### src/rtl/avs_pkg.sv
package avs_pkg;
  localparam int SUBFRAME_W = 32;
  localparam int CRC_W      = 3;
  localparam int HDR_W      = SUBFRAME_W - CRC_W;
  localparam int DATA_W     = 16;
  localparam int DTYPE_W    = 4;
  localparam int SEL_W      = 4;

  localparam logic [1:0]       START_CODE = 2'b01;
  localparam logic [CRC_W-1:0] CRC_POLY   = 3'b110;

  typedef enum logic [1:0] {
    CMD_COMMIT = 2'b00,
    CMD_KEEP   = 2'b01,
    CMD_RSVD   = 2'b10,
    CMD_READ   = 2'b11
  } avs_cmd_e;

  localparam logic [DTYPE_W-1:0] DT_STEP_DOWN = 4'b0110;
  localparam logic [DTYPE_W-1:0] DT_STEP_UP   = 4'b0111;
  localparam logic [DTYPE_W-1:0] DT_HOLD      = 4'b1000;

  typedef struct packed {
    logic [1:0]         cmd;
    logic               grp;
    logic [DTYPE_W-1:0] dtype;
    logic [SEL_W-1:0]   sel;
    logic [DATA_W-1:0]  data;
  } avs_hdr_t;
endpackage

### src/rtl/avs_crc3.sv
module avs_crc3
  import avs_pkg::*;
#(
  parameter int IN_W = 29
) (
  input  logic [IN_W-1:0]  bits_i,
  output logic [CRC_W-1:0] rem_o
);
  logic [CRC_W-1:0] r;
  logic             fb;

  always_comb begin
    r  = '0;
    fb = 1'b0;
    for (int i = IN_W - 1; i >= 0; i--) begin
      fb = bits_i[i] ^ r[CRC_W-1];
      r  = {r[CRC_W-2:0], 1'b0} ^ (fb ? CRC_POLY : '0);
    end
    rem_o = r;
  end
endmodule

### src/rtl/avs_req_mux.sv
module avs_req_mux
  import avs_pkg::*;
(
  input  logic               gen_valid_i,
  input  avs_hdr_t           gen_hdr_i,
  input  logic               up_i,
  input  logic               down_i,
  input  logic               hold_i,
  output logic               sel_valid_o,
  output avs_hdr_t           sel_hdr_o
);
  localparam int NSRC = 4;

  logic [NSRC-1:0] raw;
  logic [NSRC-1:0] grant;
  avs_hdr_t        hdr_tab [NSRC];

  assign raw = {hold_i, down_i, up_i, gen_valid_i};

  always_comb begin
    hdr_tab[0] = gen_hdr_i;
    hdr_tab[1] = '{cmd: CMD_COMMIT, grp: 1'b0, dtype: DT_STEP_UP,   sel: '0, data: '0};
    hdr_tab[2] = '{cmd: CMD_COMMIT, grp: 1'b0, dtype: DT_STEP_DOWN, sel: '0, data: '0};
    hdr_tab[3] = '{cmd: CMD_COMMIT, grp: 1'b0, dtype: DT_HOLD,      sel: '0, data: '0};
  end

  // fixed priority: lowest index wins
  generate
    for (genvar g = 0; g < NSRC; g++) begin : g_pri
      if (g == 0) begin : g_first
        assign grant[g] = raw[g];
      end else begin : g_rest
        assign grant[g] = raw[g] & ~|raw[g-1:0];
      end
    end
  endgenerate

  always_comb begin
    sel_hdr_o = '0;
    for (int i = 0; i < NSRC; i++) begin
      if (grant[i]) sel_hdr_o = hdr_tab[i];
    end
  end

  assign sel_valid_o = |raw;

  always_comb begin
    a_r9_one_grant: assert ($onehot0(grant));
    a_r9_grant_when_raw: assert ((|raw) == (|grant));
  end
endmodule

### src/rtl/avs_clk_div.sv
module avs_clk_div #(
  parameter int DIV_W = 8
) (
  input  logic             clk,
  input  logic             rst_n,
  input  logic             run_i,
  input  logic             restart_i,
  input  logic [DIV_W-1:0] div_i,
  output logic             tick_o
);
  logic [DIV_W-1:0] cnt_q, cnt_d;

  assign tick_o = run_i && (cnt_q == div_i);

  always_comb begin
    cnt_d = cnt_q;
    if (restart_i || !run_i) cnt_d = '0;
    else if (tick_o)         cnt_d = '0;
    else                     cnt_d = cnt_q + 1'b1;
  end

  always_ff @(posedge clk or negedge rst_n) begin
    if (!rst_n) cnt_q <= '0;
    else        cnt_q <= cnt_d;
  end
endmodule

### src/rtl/avs_shift_core.sv
module avs_shift_core
  import avs_pkg::*;
(
  input  logic                  clk,
  input  logic                  rst_n,
  input  logic                  start_i,
  input  logic [SUBFRAME_W-1:0] frame_i,
  input  logic                  tick_i,
  input  logic                  sdata_i,
  output logic                  run_o,
  output logic                  busy_o,
  output logic                  done_o,
  output logic                  crc_err_o,
  output logic [SUBFRAME_W-1:0] rx_word_o,
  output logic                  sclk_o,
  output logic                  mdata_o
);
  localparam int CNT_W = $clog2(SUBFRAME_W);
  localparam logic [CNT_W-1:0] LAST_BIT = CNT_W'(SUBFRAME_W - 1);

  typedef enum logic {ST_IDLE, ST_SHIFT} st_e;

  st_e                   st_q, st_d;
  logic                  ph_q, ph_d;
  logic [CNT_W-1:0]      bit_q, bit_d;
  logic [SUBFRAME_W-1:0] tx_q, tx_d;
  logic [SUBFRAME_W-1:0] rx_q, rx_d;
  logic [SUBFRAME_W-1:0] rsp_q, rsp_d;
  logic                  sclk_q, sclk_d;
  logic                  md_q, md_d;
  logic                  done_q, done_d;
  logic                  err_q, err_d;
  logic [CRC_W-1:0]      chk_rem;

  avs_crc3 #(.IN_W(SUBFRAME_W)) u_rx_chk (
    .bits_i (rx_q),
    .rem_o  (chk_rem)
  );

  always_comb begin
    st_d   = st_q;
    ph_d   = ph_q;
    bit_d  = bit_q;
    tx_d   = tx_q;
    rx_d   = rx_q;
    rsp_d  = rsp_q;
    sclk_d = sclk_q;
    md_d   = md_q;
    err_d  = err_q;
    done_d = 1'b0;
    case (st_q)
      ST_IDLE: begin
        if (start_i) begin
          st_d   = ST_SHIFT;
          ph_d   = 1'b0;
          bit_d  = '0;
          sclk_d = 1'b0;
          md_d   = frame_i[SUBFRAME_W-1];
          tx_d   = {frame_i[SUBFRAME_W-2:0], 1'b0};
          err_d  = 1'b0;
        end
      end
      ST_SHIFT: begin
        if (tick_i) begin
          if (!ph_q) begin
            sclk_d = 1'b1;
            rx_d   = {rx_q[SUBFRAME_W-2:0], sdata_i};
            ph_d   = 1'b1;
          end else if (bit_q == LAST_BIT) begin
            st_d   = ST_IDLE;
            done_d = 1'b1;
            rsp_d  = rx_q;
            err_d  = |chk_rem;
          end else begin
            sclk_d = 1'b0;
            md_d   = tx_q[SUBFRAME_W-1];
            tx_d   = {tx_q[SUBFRAME_W-2:0], 1'b0};
            bit_d  = bit_q + 1'b1;
            ph_d   = 1'b0;
          end
        end
      end
      default: st_d = ST_IDLE;
    endcase
  end

  always_ff @(posedge clk or negedge rst_n) begin
    if (!rst_n) begin
      st_q   <= ST_IDLE;
      ph_q   <= 1'b0;
      bit_q  <= '0;
      tx_q   <= '0;
      rx_q   <= '0;
      rsp_q  <= '0;
      sclk_q <= 1'b1;
      md_q   <= 1'b0;
      done_q <= 1'b0;
      err_q  <= 1'b0;
    end else begin
      st_q   <= st_d;
      ph_q   <= ph_d;
      bit_q  <= bit_d;
      tx_q   <= tx_d;
      rx_q   <= rx_d;
      rsp_q  <= rsp_d;
      sclk_q <= sclk_d;
      md_q   <= md_d;
      done_q <= done_d;
      err_q  <= err_d;
    end
  end

  assign run_o     = (st_q == ST_SHIFT);
  assign busy_o    = (st_q == ST_SHIFT);
  assign done_o    = done_q;
  assign crc_err_o = err_q;
  assign rx_word_o = rsp_q;
  assign sclk_o    = sclk_q;
  assign mdata_o   = md_q;

  a_r4_mdata_stable_high: assert property (@(posedge clk) disable iff (!rst_n)
    (sclk_o && $past(sclk_o)) |-> $stable(mdata_o));
  a_r5_clk_rests_high: assert property (@(posedge clk) disable iff (!rst_n)
    !busy_o |-> sclk_o);
  a_r10_done_single: assert property (@(posedge clk) disable iff (!rst_n)
    done_o |=> !done_o);
  a_r10_busy_falls_at_done: assert property (@(posedge clk) disable iff (!rst_n)
    $fell(busy_o) |-> done_o);
  a_r7_done_ends_frame: assert property (@(posedge clk) disable iff (!rst_n)
    done_o |-> (!busy_o && $past(busy_o)));
  a_r6_err_moves_at_edges: assert property (@(posedge clk) disable iff (!rst_n)
    !$stable(crc_err_o) |-> (done_o || busy_o));
endmodule

### src/rtl/avs_master_engine.sv
module avs_master_engine
  import avs_pkg::*;
#(
  parameter int DIV_W = 8
) (
  input  logic             clk,
  input  logic             rst_n,
  input  logic [DIV_W-1:0] div_ratio,
  input  logic             req_valid,
  input  logic [1:0]       req_cmd,
  input  logic             req_group,
  input  logic [3:0]       req_dtype,
  input  logic [3:0]       req_sel,
  input  logic [15:0]      req_data,
  input  logic             vreq_up,
  input  logic             vreq_down,
  input  logic             vreq_hold,
  output logic             busy,
  output logic             done,
  output logic             crc_error,
  output logic [31:0]      rsp_word,
  output logic             avs_clk,
  output logic             avs_mdata,
  input  logic             avs_sdata
);
  avs_hdr_t              gen_hdr;
  avs_hdr_t              sel_hdr;
  logic                  sel_valid;
  logic                  accept;
  logic                  run;
  logic                  tick;
  logic [HDR_W-1:0]      hdr_bits;
  logic [CRC_W-1:0]      tx_crc;
  logic [SUBFRAME_W-1:0] frame;

  assign gen_hdr = '{cmd: req_cmd, grp: req_group, dtype: req_dtype,
                     sel: req_sel, data: req_data};

  avs_req_mux u_mux (
    .gen_valid_i (req_valid),
    .gen_hdr_i   (gen_hdr),
    .up_i        (vreq_up),
    .down_i      (vreq_down),
    .hold_i      (vreq_hold),
    .sel_valid_o (sel_valid),
    .sel_hdr_o   (sel_hdr)
  );

  assign hdr_bits = {START_CODE, sel_hdr};

  avs_crc3 #(.IN_W(HDR_W)) u_tx_crc (
    .bits_i (hdr_bits),
    .rem_o  (tx_crc)
  );

  assign frame  = {hdr_bits, tx_crc};
  assign accept = sel_valid && !busy;

  avs_clk_div #(.DIV_W(DIV_W)) u_div (
    .clk       (clk),
    .rst_n     (rst_n),
    .run_i     (run),
    .restart_i (accept),
    .div_i     (div_ratio),
    .tick_o    (tick)
  );

  avs_shift_core u_core (
    .clk       (clk),
    .rst_n     (rst_n),
    .start_i   (accept),
    .frame_i   (frame),
    .tick_i    (tick),
    .sdata_i   (avs_sdata),
    .run_o     (run),
    .busy_o    (busy),
    .done_o    (done),
    .crc_err_o (crc_error),
    .rx_word_o (rsp_word),
    .sclk_o    (avs_clk),
    .mdata_o   (avs_mdata)
  );

  a_r7_accept_sets_busy: assert property (@(posedge clk) disable iff (!rst_n)
    accept |=> busy);
endmodule

### config.mk
export PLATFORM = sky130hd
export DESIGN_NAME = avs_master_engine
export DESIGN_NICKNAME = d
export VERILOG_FILES = /design/src/rtl/avs_pkg.sv /design/src/rtl/avs_crc3.sv /design/src/rtl/avs_req_mux.sv /design/src/rtl/avs_clk_div.sv /design/src/rtl/avs_shift_core.sv /design/src/rtl/avs_master_engine.sv
export SDC_FILE = /design/constraint.sdc
export NUM_CORES = 1
export LEC_CHECK = 0
export BUFFER_PORTS_ARGS = -buffer_cell sky130_fd_sc_hd__buf_2
export CELL_PAD_IN_SITES_DETAIL_PLACEMENT = 1
export CELL_PAD_IN_SITES_GLOBAL_PLACEMENT = 1
export CORE_MARGIN = 8
export CORE_UTILIZATION = 45
export CTS_CLUSTER_DIAMETER = 60
export CTS_CLUSTER_SIZE = 16
export DETAILED_ROUTE_END_ITERATION = 8
export MAX_ROUTING_LAYER = met4
export PLACE_DENSITY_LB_ADDON = 0.1
export RECOVER_POWER = 100
export SLEW_MARGIN = 20
export SYNTH_ARGS = -nofsm -noshare
export SYNTH_HDL_FRONTEND = slang
export SYNTH_SLANG_ARGS = --single-unit
### constraint.sdc
create_clock -name clk -period 3.1 [get_ports clk]
set_clock_uncertainty 0.15 [all_clocks]
set_input_delay 0.31 -clock clk [delete_from_list [all_inputs] [get_ports clk]]
set_output_delay 0.31 -clock clk [all_outputs]
set_load 0.01 [all_outputs]
==> flow_metrics.env, run 1 <==
export IMPL_hold_depth=3
export IMPL_die_area_um2=15800
export IMPL_crit_type="reg -> reg"
export IMPL_vias=3861
export IMPL_hold_class="in -> reg"
export IMPL_slew_violations=0
export IMPL_worst_slew_pin_transition_ps=1457
export IMPL_drt_wl_total_mm=13.14
export IMPL_reg2reg_depth=6
export IMPL_syn_nets=487
export IMPL_yosysTopAreaCell="dfrtp_1"
export IMPL_fillers=1264
export IMPL_path_clk_slew_ps=50
export IMPL_max_stage_delay_ps=490
export IMPL_cts_root_buf="clkbuf_16"
export IMPL_cp_required_ps=3240
export IMPL_io_pin_count=79
export IMPL_seq_area_um2=2829
export IMPL_overflow=0
export IMPL_clock_sinks=113
export IMPL_track_usage=0.1829
export IMPL_cts_resized=0
export IMPL_synth_xor_area_frac=0.1171
export IMPL_syn_avg_cell_area_um2=12.25
export IMPL_synth_edff_count=0
export IMPL_netlist_top_cells_area="dfrtp_1 52%, mux2_2 10%, xnor2_1 7.0%, a22oi_1 3.7%, mux2_1 3.5%"
export IMPL_maxCapViolations=0
export IMPL_grt_pass1_wl_mm=22.47
export IMPL_place_detailed_hpwl_mm=8.941
export IMPL_cts_tree="yes"
export IMPL_place_gp_congestion=0.7761
export IMPL_die_w_um=125.7
export IMPL_stdcell_area_um2=6544
export IMPL_synth_top_family_by_area="multiplexers"
export IMPL_rsz0062_at_grt="no"
export IMPL_num_antenna_cells=0
export IMPL_crit_arrival_ps=2870
export IMPL_leakage_nw=3.060
export IMPL_synthFlopType="dfrtp_1"
export IMPL_wl_met2_mm=6.615
export IMPL_yosys_area_share_simple=0.05638
export IMPL_start_util=0.4565
export IMPL_synth_adder_area_share=0.006932
export IMPL_ys_warn_count=0
export IMPL_cts_htree_levels=4
export IMPL_path_cells="xnor2_1 -> nand4_2 -> or2_0 -> nor3_4 -> clkbuf_4 -> mux2_2"
export IMPL_io_buffer_count=78
export IMPL_cts_inserted_buffers=17
export IMPL_crit_cells=6
export IMPL_drt_iter0_drc=270
export IMPL_fp_dieH_um=125.7
export IMPL_cts_hold_buf=2
export IMPL_grt_max_degree=59
export IMPL_rows=40
export IMPL_wl_met1_mm=5.980
export IMPL_crit_family="simple AND/OR/NAND/NOR gates"
export IMPL_first_pass_iters=4
export IMPL_yosys_mux_area_fraction=0.1430
export IMPL_worstPathMaxFanout=32
export IMPL_highest_layer="met4"
export IMPL_postRouteAntennaNets=0
export IMPL_area_growth_syn_to_layout_pct=20.84
export IMPL_hold_viol=0
export IMPL_ys_types=46
export IMPL_netlist_area_um2=5415
export IMPL_synth_seq_area_share=0.5224
export IMPL_core_um2=11860
export IMPL_cp_end_kind="flop"
export IMPL_multi_input_area_um2=2442
export IMPL_relSlewSlack=0.02884
export IMPL_synth_seq_cells=113
export IMPL_period_share=0.8809
export IMPL_fin_tns_setup_ps=0
export IMPL_drive_gt1_frac=0.2593
export IMPL_powerDensity_nw_per_um2=684.5
export IMPL_wl_per_cell_um=19.13
export IMPL_path_buf_inv=1
export IMPL_grt_pass1_vias=4241
export IMPL_max_vdd_ir_drop_mv=0.3965
export IMPL_drc=0
export IMPL_async_flop_share=1.000
export IMPL_final_nets=573
export IMPL_synthCells=442
export IMPL_synth_top_area_share=0.5176
export IMPL_dpl_cell_area_um2=5984
export IMPL_status="finished, final reports clean"
export IMPL_synth_compound_area_frac=0.1264
export IMPL_setup_viol=0
export IMPL_antenna_found_initial=0
export IMPL_via_per_inst=5.620
export IMPL_fin_crit_ps=2731
export IMPL_route_met3_wl_um=438
export IMPL_cp_slowest_cell="or2_0"
export IMPL_timing_fmax_mhz=366.2
export IMPL_clkLatencyLatePin_ps=410
export IMPL_max_clock_path_buffers=2
export IMPL_critPathLaunchType="flop"
export IMPL_post_cts_repair_setup_buffers=0
-- metal layers --
| layer | GRT usage | up-vias |
|---|---|---|
| li1 | - | 1781 |
| met1 | 0.2234 | 1988 |
| met2 | 0.2861 | 82 |
| met3 | 0.05865 | 10 |
| met4 | 0.05158 | 0 |
| met5 | - | - |
-- flip-flops by register name, summed over array words and instances, names as in the netlist, 5 cells and up --
name / count
u_div.cnt_q: 8
u_core.rx_q: 32
u_core.tx_q: 30
u_core.rx_word_o: 32
u_core.bit_q: 5
-- layout by cell type (no fill, tap or decap), drive strengths merged, types with 3 or more instances in the layout --
master	count
and3	4
a31oi	22
o21ai	15
ha	3
clkbuf	62
nand2	9
nor3	6
dfrtp	112
xor2	14
o31ai	3
inv	4
nor2	17
xnor3	6
buf	50
nand3	7
clkinv	4
a211oi	4
bufinv	4
a22oi	27
a21oi	31
xnor2	43
mux2	67
-- power breakdown --
group	switching, mW	total, mW	leakage, nW	internal [mW]
combinational	0.382	0.699	1.28	0.317
clock	0.670	2.05	0.299	1.38
sequential	0.131	1.73	1.48	1.60
-- worst register-to-register path, delay by kind of cell, from the launching register on --
family                 cells  cell delay, ps
XOR/XNOR                   1             220
buffers and inverters      1             440
flip-flops                 1             440
multiplexers               1             410
AND/OR/NAND/NOR            3             950
-- path summary, 6_finish.rpt --
| kind | startpoint | end | slack, ps |
|---|---|---|---|
| worst max-delay path | u_div.cnt_q[2] | u_core.rx_q[10] | 370 |
| worst min-delay path | req_data[5] | u_core.tx_q[9] | 110 |
| worst max register to register | u_div.cnt_q[2] | u_core.rx_q[10] | 370 |
| worst min register to register | u_core.rx_word_o[21] | u_core.rx_word_o[21] | 350 |
| max in group asynchronous | rst_n | u_core.tx_q[16] | 540 |
| min in group asynchronous | rst_n | u_div.cnt_q[7] | 640 |
-- kinds of logic after synthesis --
logic type / after synthesis
AO/OA/AOI/OAI: 109
XOR/XNOR: 63
adder cells (fa/ha/maj): 3
buffers and inverters: 30
flip-flops: 113
multiplexers: 69
AND/OR/NAND/NOR: 55
-- through the flow --
step	utilization	power (mW)	setup slack [ps]	std cells	hold slack, ps
final	0.5517	4.479	369.1	687	105.8
after detailed placement	0.5045	2.459	505.1	654	283.4
after floorplan	-	2.227	885.7	442	-135.6
after global routing	0.5517	4.685	154.9	687	111.5
after global placement	0.5045	2.424	579.9	654	275.6
after CTS	0.5584	4.538	428.4	687	90.94
-- cell type report --
| class | count | share of cell area |
|---|---|---|
| repair buffers | 93 | 0.06941 |
| well taps | 147 | 0.02811 |
| multi-input cells | 299 | 0.3732 |
| clock buffers | 21 | 0.07036 |
| clock inverters | 10 | 0.02428 |
| flip-flops and latches | 113 | 0.4323 |
| inverters | 4 | 0.002294 |
-- synthesized netlist by cell type, types with 3 or more instances --
master / number
nand2_1: 9
xnor3_1: 6
xor2_1: 14
o21ai_0: 13
nand3_1: 7
nor3_1: 4
xnor2_1: 43
dfrtp_1: 112
o31ai_1: 3
ha_1: 3
a211oi_1: 4
clkbuf_1: 14
buf_2: 6
mux2_2: 50
and3_1: 4
a21oi_1: 31
buf_6: 4
nor2_1: 17
mux2_1: 17
a22oi_1: 27
inv_1: 4
a31oi_1: 22
No activity file was read; power rests on OpenSTA's default activity.
==> run 2: changes to the inputs <==
--- a/config.mk
+++ b/config.mk
@@ -6,6 +6,7 @@
 export NUM_CORES = 1
 export LEC_CHECK = 0
 export BUFFER_PORTS_ARGS = -buffer_cell sky130_fd_sc_hd__buf_2
+export CAP_MARGIN = 30
 export CELL_PAD_IN_SITES_DETAIL_PLACEMENT = 1
 export CELL_PAD_IN_SITES_GLOBAL_PLACEMENT = 1
 export CORE_MARGIN = 8
@@ -15,7 +16,6 @@
 export DETAILED_ROUTE_END_ITERATION = 8
 export MAX_ROUTING_LAYER = met4
 export PLACE_DENSITY_LB_ADDON = 0.1
-export RECOVER_POWER = 100
 export SLEW_MARGIN = 20
 export SYNTH_ARGS = -nofsm -noshare
 export SYNTH_HDL_FRONTEND = slang
==> run 2 against run 1 <==
  * Sequential power about the same
  * Utilization increased by 0.68 points
  * Global-route usage unchanged
  * Non-clock buffer count unchanged
  * Die area unchanged
  * Sequential cell count unchanged
  * Via count decreased by 0.93%
  * Count of clock-buffer cells in the layout unchanged
  * Final area increased by 1.2%
  * Critical path type unchanged
==> flow_metrics.env, run 2 (synthesized netlist as in run 1, its figures left out) <==
export IMPL_switching_share=0.2647
export IMPL_vias=3825
export IMPL_placed_cells=654
export IMPL_area_growth_syn_to_layout_pct=22.32
export IMPL_cts_htree_levels=4
export IMPL_critPathLaunchType="flop"
export IMPL_grt_pass1_wl_mm=22.47
export IMPL_cts_root_buf="clkbuf_16"
export IMPL_final_cell_mix="112 x dfrtp_1, 77 x buf_2, 50 x mux2_2"
export IMPL_cp_required_ps=3240
export IMPL_timing_final_ws_setup_ps=450.9
export IMPL_drt_wl_total_mm=13.16
export IMPL_path_cells="xnor2_1 -> nand4_2 -> or2_1 -> nor3_4 -> buf_4 -> mux2_2"
export IMPL_via_per_inst=5.568
export IMPL_crit_family="simple AND/OR/NAND/NOR gates"
export IMPL_status="finished, final reports clean"
export IMPL_crit_type="reg -> reg"
export IMPL_rows=40
export IMPL_switching_power_mw=1.189
export IMPL_post_route_util=0.5584
export IMPL_start_util=0.4565
export IMPL_postRouteAntennaNets=0
export IMPL_fp_dieH_um=125.7
export IMPL_crit_start="u_div.cnt_q[2]"
export IMPL_slew_violations=0
export IMPL_pwr_share_comb=0.158
export IMPL_place_gp_congestion=0.7761
export IMPL_max_stage_delay_ps=460
export IMPL_worstPathMaxFanout=32
export IMPL_rr_startpoint="u_div.cnt_q[2]"
export IMPL_cp_slowest_cell="or2_1"
export IMPL_seq_power_share=0.386
export IMPL_worst_slew_pin_transition_ps=768.2
export IMPL_crit_arrival_ps=2790
export IMPL_grt_pass1_vias=4241
export IMPL_final_cell_count_no_fill=687
export IMPL_io_pin_count=79
export IMPL_internal_power_mw=3.303
export IMPL_period_share=0.8545
export IMPL_setup_viol=0
export IMPL_die_area_um2=15800
export IMPL_track_usage=0.1829
export IMPL_fin_tns_setup_ps=0
export IMPL_wl_per_cell_um=19.15
export IMPL_place_detailed_hpwl_mm=8.941
export IMPL_rsz0062_at_grt="no"
export IMPL_pre_cts_ws_ps=505.1
export IMPL_path_buf_inv=1
export IMPL_cts_inserted_buffers=17
export IMPL_grt_max_degree=59
export IMPL_relSlewSlack=0.4878
export IMPL_hold_class="in -> reg"
export IMPL_num_antenna_cells=0
export IMPL_fillers=1253
export IMPL_cts_tree="yes"
export IMPL_cts_resized=0
export IMPL_cp_end_kind="flop"
export IMPL_drc=0
export IMPL_clock_sinks=113
export IMPL_final_nets=573
export IMPL_io_buffer_count=78
export IMPL_clkPwrFrac=0.456
export IMPL_hold_viol=0
export IMPL_cp_endpoint="u_core.rx_q[30]"
export IMPL_maxCapViolations=0
export IMPL_crit_cells=6
export IMPL_timing_fmax_mhz=377.5
export IMPL_clkLatencyLatePin_ps=410
export IMPL_leakage_nw=3.239
export IMPL_drt_iter0_drc=241
export IMPL_r2r_end="u_core.rx_q[30]"
export IMPL_die_w_um=125.7
export IMPL_fin_crit_ps=2649
export IMPL_r2r_setup_slack_ps=450
export IMPL_max_clock_path_buffers=2
export IMPL_reg2reg_depth=6
export IMPL_antenna_found_initial=0
export IMPL_whs_ps=102.2
export IMPL_max_vdd_ir_drop_mv=0.3977
export IMPL_first_pass_iters=4
export IMPL_final_common_cell="dfrtp_1"
export IMPL_path_clk_slew_ps=50
export IMPL_drive_gt1_frac=0.3315
export IMPL_powerDensity_nw_per_um2=678.3
export IMPL_core_um2=11860
export IMPL_overflow=0
-- run 2: how the worst min path moves through the flow --
stage / from / to / slack, ps / depth (start not counted)
after floorplan: rst_n / u_core.bit_q[0] / -140 / 0
after global placement: rst_n / u_div.cnt_q[7] / 280 / 1
after detailed placement: rst_n / u_div.cnt_q[7] / 280 / 1
after CTS: req_data[5] / u_core.tx_q[9] / 90 / 3
after global routing: req_data[1] / u_core.tx_q[5] / 110 / 3
final: req_data[4] / u_core.tx_q[8] / 100 / 3
-- run 2: power groups by stage --
stage	Sequential [mW]	Clock, mW	Combinational [mW]
2_1_floorplan	1.72	0	0.508
3_3_place_gp	1.74	0	0.680
3_5_place_dp	1.75	0	0.708
4_1_cts	1.73	2.08	0.722
5_1_grt	1.75	2.15	0.799
6_report	1.73	2.05	0.709
-- run 2: layout make-up --
cell class                 instances  area [um^2]  area share
multi-input combinational        299         2454      0.3704
inverter                           4        15.01    0.002267
tap                              147        183.9     0.02777
timing repair buffer              93        523.0     0.07896
sequential                       113         2829      0.4271
clock inverter                    10        158.9     0.02399
clock buffer                      21        460.4     0.06951
-- run 2: layer usage --
metal	global-route usage	up-vias	share of wire
met5	-	-	0
met4	0.05158	0	0.0090
met3	0.05865	12	0.042
met2	0.2861	82	0.50
met1	0.2234	1947	0.45
li1	-	1784	-
-- run 2: timing repair --
item | in CTS | in global routing
buffers inserted | 0 | 0
hold buffers | 2 | 0
endpoints found under the hold margin | 57 | 0
-- run 2: worst reg2reg max path, cell delays in order (launching register included) --
cell and delay (ps):
dfrtp_1 440, xnor2_1 210, nand4_2 310, or2_1 460, nor3_4 150, buf_4 400
mux2_2 410
-- run 2: stage by stage --
stage | power (mW) | cell area, um^2
floorplan | 2.227 | 5415
global placement | 2.424 | 5984
detailed placement | 2.459 | 5984
CTS | 4.538 | 6624
global route | 4.698 | 6624
finish | 4.493 | 6624
==> run 3: changes to the inputs <==
--- a/config.mk
+++ b/config.mk
@@ -5,12 +5,13 @@
 export SDC_FILE = /design/constraint.sdc
 export NUM_CORES = 1
 export LEC_CHECK = 0
+export ABC_AREA = 1
 export BUFFER_PORTS_ARGS = -buffer_cell sky130_fd_sc_hd__buf_2
 export CAP_MARGIN = 30
 export CELL_PAD_IN_SITES_DETAIL_PLACEMENT = 1
 export CELL_PAD_IN_SITES_GLOBAL_PLACEMENT = 1
 export CORE_MARGIN = 8
-export CORE_UTILIZATION = 45
+export CORE_UTILIZATION = 42
 export CTS_CLUSTER_DIAMETER = 60
 export CTS_CLUSTER_SIZE = 16
 export DETAILED_ROUTE_END_ITERATION = 8
==> run 3 against run 2 <==
  * Sequential power barely moved
  * Combinational power shrank 15%
  * Critical path type unchanged
  * Total power fell by 5.2%
  * Highest routed layer unchanged
  * Hold slack worse by 77 ps
  * Utilization down 6.0 points
  * Maximum frequency increased by 5.5%
  * Non-clock buffer count down 6
==> flow_metrics.env, run 3 <==
export IMPL_grt_max_degree=57
export IMPL_worst_slew_pin_transition_ps=719.4
export IMPL_synth_common_cells="376 x nand2_1, 112 x dfrtp_1, 82 x inv_1"
export IMPL_drt_wl_total_mm=16.73
export IMPL_die_area_um2=18480
export IMPL_async_flop_share=1.000
export IMPL_cts_inserted_buffers=17
export IMPL_clkPwrFrac=0.459
export IMPL_period_share=0.8097
export IMPL_synth_top_area_share=0.4638
export IMPL_core_um2=14310
export IMPL_drive_gt1_frac=0.1348
export IMPL_crit_type="reg -> reg"
export IMPL_max_vdd_ir_drop_mv=0.4349
export IMPL_place_detailed_hpwl_mm=12.31
export IMPL_clock_sinks=113
export IMPL_hold_viol=0
export IMPL_clkLatencyLatePin_ps=420
export IMPL_synthFlopType="dfrtp_1"
export IMPL_switching_power_mw=1.113
export IMPL_cp_required_ps=3260
export IMPL_pre_cts_ws_ps=613.8
export IMPL_fin_tns_setup_ps=0
export IMPL_yosysTopAreaCell="dfrtp_1"
export IMPL_io_pin_count=79
export IMPL_ys_warn_count=0
export IMPL_relSlewSlack=0.5204
export IMPL_io_buffer_count=78
export IMPL_die_w_um=136.0
export IMPL_num_antenna_cells=0
export IMPL_synth_seq_cells=113
export IMPL_timing_final_ws_setup_ps=589.8
export IMPL_rows=44
export IMPL_drt_iter0_drc=252
export IMPL_hold_class="in -> reg"
export IMPL_cts_root_buf="clkbuf_16"
export IMPL_overflow=0
export IMPL_synth_most_common_cell="nand2_1"
export IMPL_fp_dieH_um=136.0
export IMPL_synth_edff_count=0
export IMPL_hold_start="avs_sdata"
export IMPL_final_common_cell="nand2_1"
export IMPL_grt_pass1_wl_mm=28.12
export IMPL_syn_nets=879
export IMPL_rsz0062_at_grt="no"
export IMPL_via_per_inst=4.997
export IMPL_ys_types=30
export IMPL_antenna_found_initial=0
export IMPL_track_usage=0.1963
export IMPL_postRouteAntennaNets=0
export IMPL_fillers=1842
export IMPL_path_clk_slew_ps=50
export IMPL_final_cell_mix="375 x nand2_1, 112 x dfrtp_1, 82 x inv_1"
export IMPL_area_growth_syn_to_layout_pct=17.97
export IMPL_grt_pass1_vias=5837
export IMPL_netlist_area_um2=6043
export IMPL_drc=0
export IMPL_powerDensity_nw_per_um2=597.2
export IMPL_dpl_cell_area_um2=6533
export IMPL_final_nets=954
export IMPL_crit_start="u_core.bit_q[0]"
export IMPL_switching_share=0.2615
export IMPL_synth_seq_area_share=0.4681
export IMPL_crit_arrival_ps=2670
export IMPL_vias=5517
export IMPL_timing_fmax_mhz=398.4
export IMPL_start_util=0.4222
export IMPL_stdcell_area_um2=7129
export IMPL_slew_violations=0
export IMPL_critPathLaunchType="flop"
export IMPL_status="finished, final reports clean"
export IMPL_rr_startpoint="u_core.bit_q[0]"
export IMPL_cts_tree="yes"
export IMPL_wl_per_cell_um=15.15
export IMPL_first_pass_iters=4
export IMPL_max_clock_path_buffers=2
export IMPL_internal_power_mw=3.145
export IMPL_cp_end_kind="flop"
export IMPL_setup_viol=0
export IMPL_place_gp_congestion=0.8050
export IMPL_synthCells=834
export IMPL_cts_htree_levels=4
export IMPL_maxCapViolations=0
export IMPL_pwr_share_comb=0.141
export IMPL_fin_crit_ps=2510
export IMPL_leakage_nw=3.834
export IMPL_seq_power_share=0.400
export IMPL_syn_avg_cell_area_um2=7.246
export IMPL_worstPathMaxFanout=40
export IMPL_netlist_top_cells_area="dfrtp_1 46%, nand2_1 23%, o21ai_0 5.8%, inv_1 5.1%, nand3_1 5.0%"
## run 3: cell types whose count changed after synthesis, sizes merged, moves of 35 or more
cell   previous run  this run
nand2             9       378
o21ai            15       104
inv               4        84
mux2             67         0
nand3             7        61
xnor2            43         8
## run 3: critical path, stage by stage (launching register included)
cell	delay, ps
dfrtp_1	380
ha_1	180
nand2_1	80
nor2_1	100
ha_1	170
inv_1	50
nor3_1	290
nand2_2	350
buf_4	360
o21ai_0	260
## run 3: cells by family after synthesis
family / Yosys count / share of synthesized area
simple gates: 478 / 0.3230
buf+inv: 116 / 0.08861
flops: 113 / 0.4681
compound gates: 106 / 0.08778
xor+xnor: 17 / 0.02464
fa+ha+maj: 3 / 0.006212
mux: 1 / 0.001656
## run 3: path summary, 6_finish.rpt
path | end | slack (ps) | cells after the start
worst max register to register | u_core.rx_word_o[17] | 590 | 9
worst min register to register | u_core.rx_word_o[8] | 330 | 2
max in group asynchronous | u_core.tx_q[17] | 1610 | 3
worst min-delay path | u_core.rx_q[0] | 20 | 3
min in group asynchronous | u_core.rx_word_o[8] | 350 | 2
worst max-delay path | u_core.rx_word_o[17] | 590 | 9
## run 3: layout make-up
type,count,area (um^2),area share
clock inverters,6,105.1,0.01474
repair buffers,87,475.5,0.06669
well taps,184,230.2,0.03229
clock buffers,24,481.7,0.06757
flip-flops and latches,113,2829,0.3968
multi-input cells,605,2686,0.3768
inverters,85,321.6,0.04510
## run 3: repair_timing
action,CTS,global route
hold endpoints to repair,52,0
buffers inserted,0,0
resized for setup,0,0
hold buffers,1,0
## run 3: routing by layer
| layer | wire, um | global-route usage | up-vias |
|---|---|---|---|
| li1 | - | - | 2764 |
| met1 | 7676 | 0.2327 | 2660 |
| met2 | 8272 | 0.3249 | 72 |
| met3 | 505 | 0.04065 | 21 |
| met4 | 273 | 0.06955 | 0 |
| met5 | 0 | - | - |
## run 3: through the flow
step	std cells	power [mW]	hold slack (ps)	util
2_1_floorplan	834	2.118	-135.6	-
3_3_place_gp	1073	2.269	249.2	0.4564
3_5_place_dp	1073	2.322	263.1	0.4564
4_1_cts	1104	4.305	13.98	0.4981
5_1_grt	1104	4.466	68.34	0.4981
6_report	1104	4.258	24.99	0.4981
## run 3: power by group through the flow
stage	Combinational, mW	Clock [mW]	Sequential, mW
floorplan	0.415	0	1.70
global placement	0.560	0	1.71
detailed placement	0.602	0	1.72
CTS	0.615	1.99	1.70
global route	0.698	2.05	1.72
finish	0.602	1.95	1.70
